==> config.mk <==
export PLATFORM = sky130hd
export DESIGN_NAME = compand_power_meter
export DESIGN_NICKNAME = d
export VERILOG_FILES = /design/src/rtl/cpm_pkg.sv /design/src/rtl/cpm_run_detect.sv /design/src/rtl/cpm_page_counter.sv /design/src/rtl/cpm_log_encode.sv /design/src/rtl/compand_power_meter.sv
export SDC_FILE = /design/constraint.sdc
export NUM_CORES = 1
export LEC_CHECK = 0
export BUFFER_PORTS_ARGS = -buffer_cell sky130_fd_sc_hd__buf_2
export CORE_ASPECT_RATIO = 2
export CORE_MARGIN = 4
export CORE_UTILIZATION = 50
export CTS_BUF_LIST = sky130_fd_sc_hd__clkbuf_2 sky130_fd_sc_hd__clkbuf_4 sky130_fd_sc_hd__clkbuf_8
export CTS_CLUSTER_DIAMETER = 80
export DETAILED_ROUTE_END_ITERATION = 8
export PLACE_DENSITY = 0.72
export SLEW_MARGIN = 5
export SYNTH_ARGS = -nofsm -noshare
export SYNTH_HDL_FRONTEND = slang
export SYNTH_SLANG_ARGS = --single-unit
==> constraint.sdc <==
create_clock -name clk -period 9.6 [get_ports clk]
set_input_delay 0.48 -clock clk [delete_from_list [all_inputs] [get_ports clk]]
set_output_delay 0.48 -clock clk [all_outputs]
set_load 0.05 [all_outputs]
==> src/rtl/cpm_pkg.sv <==
package cpm_pkg;
  localparam int PAGE_BITS = 1024;
  localparam int RUN_LEN   = 3;
  localparam int CODE_W    = 5;
  localparam int SAT_COUNT = 512;

  // Event-count threshold for each output code (piecewise, coarser steps upward)
  function automatic int code_threshold(input int c);
    if (c < 8)       return c;
    else if (c < 17) return 8 + 2 * (c - 8);
    else if (c < 25) return 32 + 8 * (c - 17);
    else             return 128 + 64 * (c - 25);
  endfunction
endpackage

==> src/rtl/cpm_run_detect.sv <==
module cpm_run_detect #(
  parameter int RUN_LEN = cpm_pkg::RUN_LEN
) (
  input  logic clk,
  input  logic rst_n,
  input  logic clear,
  input  logic take,
  input  logic bit_in,
  output logic hit
);
  localparam int HW     = RUN_LEN - 1;
  localparam int FILL_W = $clog2(RUN_LEN);

  logic [HW-1:0]     hist_q;
  logic [FILL_W-1:0] fill_q;
  logic [HW-1:0]     same;

  genvar i;
  generate
    for (i = 0; i < HW; i++) begin : g_cmp
      assign same[i] = (hist_q[i] == bit_in);
    end
  endgenerate

  assign hit = take && (fill_q == FILL_W'(HW)) && (&same);

  always_ff @(posedge clk or negedge rst_n) begin
    if (!rst_n) begin
      hist_q <= '0;
      fill_q <= '0;
    end else if (clear) begin
      hist_q <= '0;
      fill_q <= '0;
    end else if (take) begin
      hist_q <= {hist_q[HW-2:0], bit_in};
      if (fill_q != FILL_W'(HW)) fill_q <= fill_q + 1'b1;
    end
  end
endmodule

==> src/rtl/cpm_page_counter.sv <==
module cpm_page_counter #(
  parameter int PAGE_BITS = cpm_pkg::PAGE_BITS,
  parameter int SAT_COUNT = cpm_pkg::SAT_COUNT,
  localparam int IDX_W    = $clog2(PAGE_BITS),
  localparam int CNT_W    = $clog2(SAT_COUNT + 1)
) (
  input  logic             clk,
  input  logic             rst_n,
  input  logic             clear,
  input  logic             take,
  input  logic             hit,
  output logic             last,
  output logic [CNT_W-1:0] total,
  output logic [CNT_W-1:0] count_q
);
  logic [IDX_W-1:0] idx_q;

  assign last  = take && (idx_q == IDX_W'(PAGE_BITS - 1));
  assign total = (count_q == CNT_W'(SAT_COUNT)) ? count_q : count_q + CNT_W'(hit);

  always_ff @(posedge clk or negedge rst_n) begin
    if (!rst_n) begin
      idx_q   <= '0;
      count_q <= '0;
    end else if (clear) begin
      idx_q   <= '0;
      count_q <= '0;
    end else if (take) begin
      if (last) begin
        idx_q   <= '0;
        count_q <= '0;
      end else begin
        idx_q   <= idx_q + 1'b1;
        count_q <= total;
      end
    end
  end
endmodule

==> src/rtl/cpm_log_encode.sv <==
module cpm_log_encode #(
  parameter int CNT_W  = 10,
  parameter int CODE_W = cpm_pkg::CODE_W,
  localparam int NUM_CODES = 1 << CODE_W
) (
  input  logic [CNT_W-1:0]  count,
  output logic [CODE_W-1:0] code
);
  logic [NUM_CODES-1:0] ge;

  genvar c;
  generate
    for (c = 0; c < NUM_CODES; c++) begin : g_thr
      localparam int THR = cpm_pkg::code_threshold(c);
      assign ge[c] = ({22'd0, count} >= 32'(THR));
    end
  endgenerate

  // Thresholds rise monotonically and code 0 always passes: code = passes - 1
  always_comb begin
    code = CODE_W'($countones(ge) - 1);
  end
endmodule

==> src/rtl/compand_power_meter.sv <==
module compand_power_meter #(
  parameter int PAGE_BITS = cpm_pkg::PAGE_BITS,
  parameter int RUN_LEN   = cpm_pkg::RUN_LEN,
  parameter int SAT_COUNT = cpm_pkg::SAT_COUNT,
  parameter int CODE_W    = cpm_pkg::CODE_W
) (
  input  logic              clk,
  input  logic              rst_n,
  input  logic              gen_reset,
  input  logic              in_valid,
  input  logic              in_bit,
  output logic              in_ready,
  output logic [CODE_W-1:0] page_code,
  output logic              page_done
);
  localparam int CNT_W = $clog2(SAT_COUNT + 1);

  logic             take, hit, page_last;
  logic [CNT_W-1:0] page_total, page_cnt;
  logic [CODE_W-1:0] enc_code;

  assign in_ready = !gen_reset;
  assign take     = in_valid && in_ready;

  cpm_run_detect #(.RUN_LEN(RUN_LEN)) i_detect (
    .clk(clk), .rst_n(rst_n), .clear(gen_reset || page_last),
    .take(take), .bit_in(in_bit), .hit(hit)
  );

  cpm_page_counter #(.PAGE_BITS(PAGE_BITS), .SAT_COUNT(SAT_COUNT)) i_count (
    .clk(clk), .rst_n(rst_n), .clear(gen_reset), .take(take), .hit(hit),
    .last(page_last), .total(page_total), .count_q(page_cnt)
  );

  cpm_log_encode #(.CNT_W(CNT_W), .CODE_W(CODE_W)) i_enc (
    .count(page_total), .code(enc_code)
  );

  always_ff @(posedge clk or negedge rst_n) begin
    if (!rst_n) begin
      page_code <= '0;
      page_done <= 1'b0;
    end else if (gen_reset) begin
      page_code <= '0;
      page_done <= 1'b0;
    end else begin
      page_done <= page_last;
      if (page_last) page_code <= enc_code;
    end
  end
endmodule

==> results.json <==
{
  "ys_warn_count": 0,
  "num_antenna_cells": 0,
  "vias_per_cell": 5.677,
  "initialDrtViolationCount": 164,
  "die_y_um": 122.4,
  "hold_violations": 0,
  "ys_ff_latch": 30,
  "crit_start": "i_detect.hist_q[1]$_DFFE_PN0P_",
  "slew_violations": 0,
  "cts_buffers": 5,
  "clockRootBuffer": "clkbuf_8",
  "grt_pass1_wl_um": 11680,
  "synth_edf_count": 0,
  "dp_cells": 447,
  "htree_levels": 2,
  "timing.fmax_mhz": 133.8,
  "leakagePower_nw": 1.641,
  "cp.required_ns": 9.80,
  "final_area_um2": 3438,
  "p_int_w": 0.0001929,
  "synth_nets": 423,
  "synthArstFlopShare_pct": 100.0,
  "finalSetupViolations": 0,
  "remaining_drc_errors": 0,
  "vias": 2583,
  "wire_per_inst_um": 15.33,
  "gr-total-overflow": 0,
  "dpl-instance-area_um2": 3348,
  "clockBufferDepth": 2,
  "pre_cts_ws_ns": 1.954,
  "tightest_slew_ns": 1.008,
  "switching_share_pct": 27.87,
  "fin_hold_ws_ns": 0.2069,
  "cp-end-kind": "flip-flop",
  "vdd_drop_max_uv": 38.60,
  "grt_max_degree": 31,
  "cts_hold_buf": 0,
  "post-route-period-util_pct": 77.83,
  "ys.flop_type": "dfrtp_1",
  "p_sw_w": 0.00007453,
  "post-route-worst-setup-slack_ns": 2.128,
  "max_slew_margin_pct": 32.27,
  "setup_tns_ns": 0,
  "drv_cap": 0,
  "r2r_start": "i_detect.hist_q[1]$_DFFE_PN0P_",
  "die_w_um": 65.18,
  "syn_avg_cell_area_um2": 9.007,
  "pin_count": 12,
  "dp_hpwl_um": 5727,
  "clkPwrFrac_pct": 38.1,
  "power_density_nw_per_um2": 77.78,
  "areaGrowthSynthToFinish_pct": 5.167,
  "cts_setup_buffers": 0,
  "arrival_ns": 7.67,
  "io_buffers": 11,
  "crit_fanout": 11,
  "grt.total_usage_pct": 18.90,
  "seq_area_frac_synth_pct": 22.96,
  "core_um2": 6361,
  "min_period_ns": 7.472,
  "netlist_instances": 363,
  "fin_cells": 455,
  "tritoncts": "done",
  "detail-route-antenna-nets": 0,
  "antenna_found_initial": 0,
  "initial_core_util_pct": 51.40,
  "clock_sinks": 30,
  "status": "finished clean",
  "post_cts_resized": 0,
  "rsz0062_at_grt": "no",
  "wirelength_um": 6974,
  "min_path_type": "in -> async",
  "rows": 41,
  "yosysUniqueCellTypes": 54,
  "netlist_area_um2": 3269,
  "p_comb_share_pct": 12.4,
  "clkTransAtPathRegs_ns": 0.07,
  "drt_first_pass_iters": 4,
  "clk_latency_ns": 0.30,
  "place.gp.congestion": 0.8933,
  "grt_pass1_vias": 2602,
  "drive_above_1_share_pct": 8.943,
  "seqPwrFrac_pct": 49.5,
  "fin_skew_ns": 0.006449,
  "start_kind": "flip-flop",
  "worst-setup-path-type": "reg -> reg",
  "dieArea_um2": 7975,
  "nets": 428
}
-- through the flow --
stage,util (%),power (W)
floorplan,-,0.0001574
CTS,54.05,0.0002693
global route,54.05,0.0002796
global placement,52.64,0.0001667
detailed placement,52.64,0.0001682
finish,54.05,0.0002674
-- final cells by class --
class / count / area, um2
Fill cell: 620 / 2923
Multi-Input combinational cell: 259 / 2206
Sequential cell: 30 / 750.7
Inverter: 61 / 229.0
Tap cell: 86 / 107.6
Clock buffer: 5 / 68.82
Timing Repair Buffer: 11 / 55.05
Clock inverter: 3 / 21.27
-- cells in the mapped netlist, types with 4 or more instances --
library cell,instances,area [um2]
a31oi_1,6,37.54
buf_2,4,20.02
nor3_1,8,40.04
fa_1,26,520.5
nor2_1,23,86.33
clkbuf_1,4,15.01
o21ai_0,15,75.07
nand4_1,6,37.54
nand3_1,19,95.09
ha_1,29,362.9
o2111ai_1,5,43.79
a21oi_1,12,60.06
a22o_1,5,43.79
dfrtp_1,30,750.7
and3_1,6,37.54
xnor2_1,18,157.7
nor4_1,4,25.02
nand2_1,21,78.83
xor2_1,8,70.07
inv_1,61,229.0
-- power by group through the flow --
stage               clock network [W]  logic [W]  registers (W)
CTS                          0.000103  0.0000337       0.000132
finish                       0.000102  0.0000331       0.000132
detailed placement                  0  0.0000334       0.000135
floorplan                           0  0.0000234       0.000134
global route                 0.000109  0.0000379       0.000133
global placement                    0  0.0000323       0.000134
-- layer usage --
metal | wire, um | share of wire [%] | vias to the layer above | global-route usage, %
li1 | - | - | 1252 | -
met1 | 2513 | 36 | 1251 | 19.72
met2 | 3940 | 56 | 59 | 35.49
met3 | 153 | 2.2 | 21 | 0.9158
met4 | 366 | 5.2 | 0 | 12.21
met5 | 0 | 0 | - | 0
-- cell usage in the layout, fill, tap and decap left out, types with 5 or more instances in the layout --
cell type and instances:
o21ai_0 15, nor3_1 8, a31oi_1 6, fa_1 26
dfrtp_1 30, inv_1 61, o2111ai_1 5, nand3_1 19
ha_1 29, nor2_1 23, buf_2 11, nand2_1 21
a22o_1 5, xor2_1 8, xnor2_1 18, nand4_1 6
a21oi_1 12, and3_1 6, clkbuf_8 5
-- path summary, 6_finish.rpt --
check / endpoint / slack, ns / cells past startpoint
setup / recovery: page_code[4]$_DFFE_PN0N_ / 2.13 / 23
hold / removal: i_count.idx_q[8]$_DFFE_PN0P_ / 0.21 / 1
setup reg to reg: page_code[4]$_DFFE_PN0N_ / 2.13 / 23
hold reg to reg: page_code[1]$_DFFE_PN0N_ / 0.51 / 2
max in group asynchronous: i_count.count_q[1]$_DFFE_PN0P_ / 8.95 / 1
min in group clk: i_detect.hist_q[0]$_DFFE_PN0P_ / 0.44 / 2
-- worst max-delay path, cell delays in order (launching register included) --
cell and delay, ns:
dfrtp_1 0.39, or3_1 0.37, a21oi_1 0.17, ha_1 0.29, ha_1 0.40, nand3_4 0.17, xnor2_1 0.24, nor3_1 0.81
nand3_1 0.17, ha_1 0.37, fa_1 0.58, inv_1 0.06, fa_1 0.47, fa_1 0.54, inv_1 0.06, xnor2_1 0.15
fa_1 0.55, inv_1 0.05, fa_1 0.42, fa_1 0.42, a21o_1 0.20, a21oi_1 0.17, xnor2_1 0.10, o41ai_1 0.23
-- flip-flops by register name (all words and copies together), names as in the netlist --
signal           flops
i_count.count_q     10
i_count.idx_q       10
i_detect.fill_q      2
i_detect.hist_q      2
page_code            5
page_done            1
-- cells by family after synthesis --
group	synth area share (%)
AO/OA/AOI/OAI	14.16
XOR/XNOR	7.463
adder cells (fa/ha/maj)	27.02
buffers and inverters	9.567
flip-flops	22.96
multiplexers	0.3062
AND/OR/NAND/NOR	18.52
Note: power is estimated with default switching activity, not from simulation.
